==> src/rtl/repeat_hold_pkg.sv <==
package repeat_hold_pkg;

  // Phase of the control: the initial state or running.
  typedef enum logic {
    PH_INIT = 1'b0,
    PH_RUN  = 1'b1
  } phase_t;

  // Strobes from control to datapath.
  typedef struct packed {
    logic clearAll;   // synchronous reset of history and flag
    logic captureA;   // store the current a sample as history
    logic evalPair;   // update the output flag from a/b this edge
  } ctrlStrobe_t;

endpackage

==> src/rtl/repeat_hold_ctrl.sv <==
module repeat_hold_ctrl
  import repeat_hold_pkg::*;
(
  input  logic        clk,
  input  logic        rst,
  output ctrlStrobe_t strobe,
  output logic        running
);

  phase_t phase;
  phase_t phaseNext;

  always_comb begin
    phaseNext = rst ? PH_INIT : PH_RUN;
  end

  always_ff @(posedge clk) begin
    phase <= phaseNext;
  end

  always_comb begin
    strobe.clearAll = rst;
    strobe.captureA = !rst;
    // In the initial state (and any encoding with run low) the flag is
    // reloaded as 0, which also scrubs stray values.
    strobe.evalPair = !rst && (phase == PH_RUN);
  end

  assign running = (phase == PH_RUN);

endmodule

==> src/rtl/repeat_hold_dp.sv <==
module repeat_hold_dp
  import repeat_hold_pkg::*;
(
  input  logic        clk,
  input  ctrlStrobe_t strobe,
  input  logic        a,
  input  logic        b,
  output logic        histA,
  output logic        okFlag
);

  logic pairEq;
  logic okNext;

  assign pairEq = (a == histA);

  always_comb begin
    if (strobe.clearAll)      okNext = 1'b0;
    else if (strobe.evalPair) okNext = pairEq | (okFlag & b);
    else                      okNext = 1'b0;
  end

  always_ff @(posedge clk) begin
    okFlag <= okNext;
    if (strobe.clearAll)      histA <= 1'b0;
    else if (strobe.captureA) histA <= a;
  end

endmodule

==> src/rtl/repeat_hold_fsm.sv <==
module repeat_hold_fsm
  import repeat_hold_pkg::*;
(
  input  logic clk,
  input  logic rst,
  input  logic a,
  input  logic b,
  output logic z
);

  ctrlStrobe_t strobe;
  logic        running;
  logic        histA;
  logic        okFlag;

  repeat_hold_ctrl u_ctrl (
    .clk     (clk),
    .rst     (rst),
    .strobe  (strobe),
    .running (running)
  );

  repeat_hold_dp u_dp (
    .clk    (clk),
    .strobe (strobe),
    .a      (a),
    .b      (b),
    .histA  (histA),
    .okFlag (okFlag)
  );

  // Output decoded from state only; run bit low forces 0.
  assign z = running & okFlag;

endmodule

==> config.mk <==
export PLATFORM = sky130hd
export DESIGN_NAME = repeat_hold_fsm
export DESIGN_NICKNAME = d
export VERILOG_FILES = /design/src/rtl/repeat_hold_pkg.sv /design/src/rtl/repeat_hold_ctrl.sv /design/src/rtl/repeat_hold_dp.sv /design/src/rtl/repeat_hold_fsm.sv
export SDC_FILE = /design/constraint.sdc
export NUM_CORES = 1
export LEC_CHECK = 0
export ABC_AREA = 1
export BUFFER_PORTS_ARGS = -buffer_cell sky130_fd_sc_hd__buf_2
export CORE_AREA = 4 4 41 43
export CTS_BUF_LIST = sky130_fd_sc_hd__clkbuf_4
export CTS_CLUSTER_DIAMETER = 40
export DETAILED_ROUTE_END_ITERATION = 16
export DIE_AREA = 0 0 45 47
export GPL_TIMING_DRIVEN = 0
export SYNTH_ARGS = -nofsm -noshare
export SYNTH_HDL_FRONTEND = slang
export SYNTH_SLANG_ARGS = --single-unit
==> constraint.sdc <==
create_clock -name clk -period 0.8 [get_ports clk]
set_input_delay 0.16 -clock clk [delete_from_list [all_inputs] [get_ports clk]]
set_output_delay 0.16 -clock clk [all_outputs]
set_load 0.1 [all_outputs]
==> results.md, run 1 <==
- Synth unique cells: 5
- Clock Skews: ~0.75 ps
- Worst skew pair latency: 230 ps
- Port-buffer cells: 4
- FF-to-FF End: u_dp.okFlag
- Sw Share: around 21%
- GRT Overall Usage: under 10%
- Placer Congestion: 0.588
- WHS: 104 ps
- Vias: roughly 110
- Worst Path Arrival: slightly below 900 ps
- Standard-cell rows: 13
- Int Pwr: 0.000398 W
- Dominant cells by area after synthesis: dfxtp_1 53%, inv_1 20%, nand2_1 16%, nor2_1 6.6%, nand3_1 4.4%
- Gr ovfl total: 0
- Ant diodes: 0
- R2R Setup Slk: about 150 ps
- Ports: 5
- Commonest non-fill, non-tap cell in the layout: inv_1
- TritonCTS Buffers: 3
- Startpoint type of the worst setup path: flop
- Vias in the first global route: 109
- Hold Startpoint: rst
- Crit end category: primary output
- Tot Pwr: 0.000502 W
- Die H: about 47 microns
- Sink Count: 3
- VDD IR max: 0.000326 V
- Max Transition Viols Final: 0
- PD cells: between 2000 and 2500 nW/um^2
- Fin area: 206 sq um
- Status: finished, violations left
- Synth Instances: 17
- Worst-margin pin slew: between 70 and 80 ps
- Starting DRT DRC Count: 2
- First drt pass iteration count: 4
- Synthesized flop and latch total: 3
- Reg2Reg Depth: 5
- Hpwl dp: 158 microns
- P_leak: roughly 0.11 nW
- Final setup viols: 1
- F_max: a little under 1000 MHz
- Register share of total power: roughly a third
- Crit path buffers/inverters: 2
- Hold Buf Count CTS: 0
- Drt via density: 2.85
- Unrepaired setup endpoints after global routing: true
- Initial core utilization: 8.75%
- Worst Path Required: 640 ps
- Fin crit period: 1040 ps
- Synthesized Nets: 21
- Mapped Area: between 100 and 150 sq um
- CP cell instances: nand2_2, clkinvlp_4, buf_12
- WP depth: 3
- Pin count of the biggest net entering global routing: 4
- CP max stage cell: dfxtp_2
- Detail Route Antenna Nets: 0
- H-Tree Depth: 1
- NumNets Final: 30
- Final Hold Viols: 0
- Area after DPL: 159 sq um
- Final cell count without fillers: 40
- Worst-path clk slew: 40 ps
- CTS max path bufs: 2
- Hold Crit Class: in -> reg
- Worst min-delay path endpoint: u_ctrl.running
- First-pass GRT wire length: 372 microns
- Avg WL per Cell: 5.45 microns
- Yosys warnings: 0
- Max Cap Viol: 0
- Mean Syn Cell Area: 6.70 sq um
- Total Routed Length: approximately 220 microns
- Met3 WL: about 19 microns
- Sequential share of the synthesized area: 52.7%
- Final worst slack: -236 ps
- Most area-hungry cell type in the Yosys netlist: dfxtp_1
- Initial antenna violation count: 0
- Root buffer cell: clkbuf_4
- Top cell type's share of synthesized area: 52.7%
- Worst slack after detailed placement: -214 ps
- CTS tree: yes
- Most frequent cells in the layout: 5 x inv_1, 4 x nand2_1, 4 x clkbuf_4
- Hold depth: 2
- Gate power share: 8.7%
- Slew HR: between 90% and 100%
- Fill cells: 154
- CP top delay family: flip-flops
- Critical Path Max Stage Delay: roughly 310 ps
- Placed insts: 36
- Switch Pwr: between 0.0001 and 0.00015 W
- Failing checks: negative setup slack
- DIE WIDTH: 45 microns
- Final period util: 129%
- Reg-to-reg startpoint: u_dp.histA
- Crit path max fanout: 2
- WL met2: 130 microns
- Clock share of power: 58.7%
- Synth-to-layout area growth: 81.3%
- Share of cells above drive strength 1: 48.0%
- Setup CP Type: reg -> out
- Core Box Area: around 1300 sq um
- Residual DRC count: 0
- Routed met1 length: a little under 70 microns
- Die area: 2120 sq um
- Uppermost routed layer: met3
flip-flops by register name, summed over array words and instances (netlist names):
signal          flops
u_ctrl.running      1
u_dp.okFlag         1
u_dp.histA          1
per-stage QoR:
| stage | setup TNS, ps | utilization [%] |
|---|---|---|
| final | -236 | 15.9 |
| after global routing | -295 | 15.9 |
| after CTS | -250 | 15.8 |
| after detailed placement | -214 | 12.2 |
| after global placement | -214 | 12.2 |
| after floorplan | -134 | - |
power groups by stage:
stage	Clock (W)	Sequential, W	Combinational (W)
floorplan	0	0.000164	0.0000265
finish	0.000294	0.000164	0.0000438
global route	0.000336	0.000165	0.0000493
detailed placement	0	0.000165	0.0000384
global placement	0	0.000165	0.0000382
CTS	0.000317	0.000163	0.0000447
how the worst max path moves through the flow:
stage,start,to,slack (ps)
floorplan,u_ctrl.running,z,-130
global placement,u_ctrl.running,z,-210
detailed placement,u_ctrl.running,z,-210
CTS,u_dp.okFlag,z,-250
global route,u_ctrl.running,z,-300
finish,u_ctrl.running,z,-240
cell families after synthesis:
family / Yosys count / share of synthesized area, %
buffers and inverters: 6 / 19.8
flip-flops: 3 / 52.7
AND/OR/NAND/NOR: 8 / 27.5
cell type report:
type                       instances  area [sq um]  share of cell area [%]
sequential                         3          62.6                    30.3
timing repair buffer               4          35.0                    17.0
multi-input combinational          8          33.8                    16.4
clock buffer                       4          30.0                    14.5
inverter                           6          26.3                    12.7
tap                               15          18.8                    9.09
cell usage after synthesis:
| library cell | n |
|---|---|
| nand3_1 | 1 |
| dfxtp_1 | 3 |
| inv_1 | 6 |
| nand2_1 | 5 |
| nor2_1 | 2 |
timing repair:
action                     4_1_cts  5_1_grt
setup endpoints to repair        1        1
pin swaps                        1        1
resized for setup                5        1
buffers inserted                 0        0
metal layers:
| metal | track usage [%] | vias to the layer above |
|---|---|---|
| met5 | 0 | - |
| met4 | 10.5 | 0 |
| met3 | 2.30 | 0 |
| met2 | 3.67 | 3 |
| met1 | 1.81 | 50 |
| li1 | - | 61 |
Note: power is estimated with default switching activity, not from simulation.
==> inputs of run 2 (changes only) <==
BUFFER_PORTS_ARGS = unset   (was -buffer_cell sky130_fd_sc_hd__buf_2)
DONT_BUFFER_PORTS = 1   (was unset)
==> results.md, run 2 (same netlist as run 1, synthesis figures left out) <==
- Fin crit period: 1190 ps
- Worst-path clk slew: 40 ps
- F_max: approximately 840 MHz
- P_leak: 0.0911 nW
- Post-CTS Setup Bufs: 0
- Vias: 114
- Setup CP Type: reg -> out
- CP max stage cell: clkinvlp_4
- Worst skew pair latency: 230 ps
- DIE WIDTH: 45 microns
- Commonest non-fill, non-tap cell in the layout: inv_1
- Max Transition Viols Final: 0
- Core Box Area: 1300 sq um
- Clock Skews: between 0.7 and 0.8 ps
- Slew HR: between 60% and 70%
- WHS: 56.2 ps
- Fin area: 181 sq um
- Status: finished, violations left
- Starting DRT DRC Count: 0
- Max Cap Viol: 0
- Final setup viols: 1
- Final worst slack: -390 ps
- GRT Overall Usage: 3.55%
- Drt via density: 3.08
- Die H: 47 microns
- Crit path max fanout: 2
- Initial core utilization: 8.75%
- Final period util: 149%
- Worst-margin pin slew: 482 ps
- Most frequent cells in the layout: 5 x inv_1, 4 x nand2_1, 4 x clkbuf_4
- Gr ovfl total: 0
- Hpwl dp: 172 microns
- Final Hold Viols: 0
- Detail Route Antenna Nets: 0
- Worst Path Required: 640 ps
- Sink Count: 3
- Avg WL per Cell: 6.46 microns
- Pin count of the biggest net entering global routing: 3
- CP cell instances: nand2_2, clkinvlp_4
- Ports: 5
- Die area: 2120 sq um
- First drt pass iteration count: 1
- H-Tree Depth: 1
- Worst Path Arrival: 1030 ps
- Vias in the first global route: 111
- CTS tree: yes
- Standard-cell rows: 13
- Failing checks: negative setup slack
- Residual DRC count: 0
- Share of cells above drive strength 1: 36.4%
- Critical Path Max Stage Delay: 410 ps
- Port-buffer cells: 0
- Synth-to-layout area growth: 59.3%
- Total Routed Length: 239 microns
- First-pass GRT wire length: 372 microns
- Initial antenna violation count: 0
- Root buffer cell: clkbuf_4
- Fill cells: 167
- Area after DPL: approximately 140 sq um
- VDD IR max: 0.000320 V
- NumNets Final: 27
- Crit end category: primary output
- Unrepaired setup endpoints after global routing: true
- Startpoint type of the worst setup path: flop
- Hold Crit Class: in -> reg
- TritonCTS Buffers: 3
- Ant diodes: 0
- Placer Congestion: about 0.58
- PD cells: 2760 nW/um^2
- CTS max path bufs: 2
[run 2: power by group]
group / internal [W] / total [W] / switching [W]
registers: 0.000159 / 0.000164 / 0.00000435
clock network: 0.000221 / 0.000303 / 0.0000823
logic: 0.0000109 / 0.0000329 / 0.0000220
total: 0.000391 / 0.000500 / 0.000109
[run 2: path summary, 6_finish.rpt]
| path | end | depth (start not counted) | slack (ps) | startpoint |
|---|---|---|---|---|
| min | u_dp.histA | 2 | 60 | a |
| min reg2reg | u_dp.okFlag | 4 | 510 | u_ctrl.running |
| max | z | 2 | -390 | u_dp.okFlag |
| max reg2reg | u_dp.okFlag | 5 | 140 | u_dp.histA |
[run 2: per-layer routing]
metal / global-route usage [%] / vias up / routed length [microns]
met5: 0 / - / 0
met4: 12.3 / 0 / 41
met2: 3.39 / 8 / 95
met3: 1.15 / 5 / 34
met1: 2.03 / 46 / 68
li1: - / 55 / -
[run 2: stage by stage]
step / util, % / setup TNS [ps] / cells / total power (W) / worst slack (ps)
4_1_cts: 13.8 / -406 / 37 / 0.000519 / -406
5_1_grt: 13.9 / -424 / 37 / 0.000537 / -424
6_report: 13.9 / -390 / 37 / 0.000500 / -390
2_1_floorplan: - / -134 / 17 / 0.000191 / -134
3_5_place_dp: 10.7 / -150 / 32 / 0.000194 / -150
3_3_place_gp: 10.7 / -151 / 32 / 0.000193 / -151
[run 2: what timing repair did]
item | in CTS | in global routing
setup endpoints to repair | 1 | 1
pin swaps | 1 | 0
cloned | 0 | 0
hold buffers | 1 | 0
gates resized for setup | 1 | 1
hold endpoints to repair | 2 | 0
[run 2: final cells by class]
type	count	area [sq um]	area share [%]
clock buffers	4	30.0	16.6
flip-flops and latches	3	62.6	34.5
well taps	15	18.8	10.3
repair buffers	1	10.0	5.52
inverters	6	26.3	14.5
multi-input cells	8	33.8	18.6
[run 2: critical path: cells and delay by family, from the launching register on]
| kind | cells | cell delay, ps |
|---|---|---|
| and+or+nand+nor | 1 | 80 |
| buffers and inverters | 1 | 410 |
| DFF | 1 | 310 |
==> inputs of run 3 (changes only) <==
ABC_AREA = unset   (was 1)
==> results.md, run 3 <==
- Vias in the first global route: 97
- Utilization after layout: between 10% and 20%
- Critical Path Max Stage Delay: 320 ps
- PD cells: between 3000 and 4000 nW/um^2
- Standard-cell rows: 13
- Die area: 2120 sq um
- Top cell type's share of synthesized area: 60.0%
- Max Transition Viols Final: 0
- Pin count of the biggest net entering global routing: 3
- Setup CP Type: reg -> out
- Synth Instances: 10
- Worst Path Arrival: 880 ps
- TritonCTS Buffers: 3
- Status: finished, violations left
- Startpoint type of the worst setup path: flop
- CP top delay family: flip-flops
- Most area-hungry cell type in the Yosys netlist: dfxtp_1
- Crit end category: primary output
- Synthesized flop and latch total: 3
- Most frequent cells in the layout: 4 x clkbuf_4, 2 x dfxtp_2
- First drt pass iteration count: 2
- First-pass GRT wire length: 400 microns
- Ant diodes: 0
- Crit path max fanout: 2
- Ports: 5
- Initial core utilization: 7.69%
- Max Cap Viol: 0
- Total Routed Length: 219 microns
- DIE WIDTH: 45 microns
- CP cell instances: and2_4
- Largest family of logic cells by synthesized area: simple AND/OR/NAND/NOR gates
- Post-synth EDFFs: 0
- Synthesized Nets: 14
- Synth unique cells: 8
- Gr ovfl total: 0
- Vias: 76
- Final Hold Viols: 0
- H-Tree Depth: 1
- Mean Syn Cell Area: about 10 sq um
- Worst-margin pin slew: 291 ps
- Most frequent cell after synthesis: dfxtp_1
- VDD IR max: around 0.00063 V
- Synth Area in XOR/XNOR: under 10%
- Fin crit period: 1040 ps
- Dominant cells by area after synthesis: dfxtp_1 60%, xor2_1 8.8%, and2_1 6.3%, nand2b_1 6.3%, nor2b_1 6.3%
- Port-buffer cells: 0
- Asr flop ratio synth: 0%
- Placer Congestion: between 0.5 and 0.6
- Initial antenna violation count: 0
- Yosys warnings: 0
- F_max: 965 MHz
- NumNets Final: 20
- Clock Skews: around 1.5 ps
- Simple-Gate Fraction of Synth Area: 22.5%
- GRT Overall Usage: around 3.9%
- Synth-to-layout area growth: 63.7%
- Worst-path clk slew: 40 ps
- Failing checks: negative setup slack
- Share of cells above drive strength 1: 46.7%
- CP max stage cell: dfxtp_2
- Fill cells: 157
- Final worst slack: -236 ps
- Crit path buffers/inverters: 0
- Sequential share of the synthesized area: 60.0%
- Worst Path Required: 640 ps
- Die H: approximately 47 microns
- Slew HR: between 80% and 90%
- Hold Crit Class: in -> reg
- CTS max path bufs: 2
- Residual DRC count: 0
- Sink Count: 3
- CTS tree: yes
- Worst skew pair latency: 230 ps
- Mapped Area: between 100 and 150 sq um
- Final setup viols: 1
- Detail Route Antenna Nets: 0
- Post-Synth Adder-Cell Area: 0%
- Core Box Area: 1300 sq um
- Tot Pwr: approximately 0.0005 W
- Top FF cell, synth: dfxtp_1
- Post-CTS Setup Bufs: 0
- Final period util: 130%
- Compound-Gate Fraction of Synth Area: ~5%
- Avg WL per Cell: 7.30 microns
- Starting DRT DRC Count: 1
- Post-synthesis mux area share: 0%
- P_leak: between 0.06 and 0.07 nW
- Root buffer cell: clkbuf_4
- Unrepaired setup endpoints after global routing: true
- Commonest non-fill, non-tap cell in the layout: clkbuf_4
- Drt via density: between 2 and 3
## run 3: final timing paths
check	slack [ps]	from	cells after the start	to
hold / removal	50	b	2	u_dp.okFlag
hold reg to reg	440	u_ctrl.running	2	u_dp.okFlag
setup / recovery	-240	u_ctrl.running	1	z
setup reg to reg	150	u_dp.histA	2	u_dp.okFlag
## run 3: worst register-to-register path, delay by kind of cell, from the launching register on
kind	cells	cell delay (ps)
xor+xnor	1	150
flops	1	300
compound gates	1	120
## run 3: logic make-up after synthesis
| logic type | Yosys count |
|---|---|
| DFF | 3 |
| buffers and inverters | 1 |
| xor gates and xnor gates | 1 |
| and+or+nand+nor | 4 |
| AOI/OAI and AO/OA | 1 |
## run 3: through the flow
stage / instances / hold slack [ps] / TNS (ps) / worst slack [ps] / instance area (sq um)
floorplan: 10 / 217 / 0 / 11.9 / 103
global placement: 25 / 218 / -3.61 / -3.61 / 121
detailed placement: 25 / 221 / -9.37 / -9.37 / 121
CTS: 30 / 39.2 / -250 / -250 / 164
global route: 30 / 51.0 / -280 / -280 / 164
finish: 30 / 53.9 / -236 / -236 / 164
## run 3: area by class of cell
class	instances	area [sq um]	share of cell area, %
Sequential cell	3	62.6	38.2
Multi-Input combinational cell	6	38.8	23.7
Clock buffer	4	30.0	18.3
Tap cell	15	18.8	11.5
Timing Repair Buffer	1	10.0	6.11
Inverter	1	3.75	2.29
## run 3: what timing repair did
| item | 4_1_cts | 5_1_grt |
|---|---|---|
| hold endpoints to repair | 2 | 0 |
| resized for setup | 2 | 0 |
| pin swaps | 1 | 0 |
| setup endpoints to repair | 1 | 1 |
| hold buffers | 1 | 0 |
## run 3: where the power goes
group	switching (W)	leakage (nW)	total [W]	internal, W
Clock	0.0000834	0.0184	0.000304	0.000221
Sequential	0.00000364	0.0254	0.000164	0.000160
Combinational	0.0000190	0.0260	0.0000310	0.0000120
## run 3: per-layer routing
layer  share of wire (%)  routed length (microns)  GRT usage [%]
met1                  34                       74           1.81
met2                  35                       76           3.11
met3                  31                       68           8.43
met4                   0                        0           5.26
met5                   0                        0              0
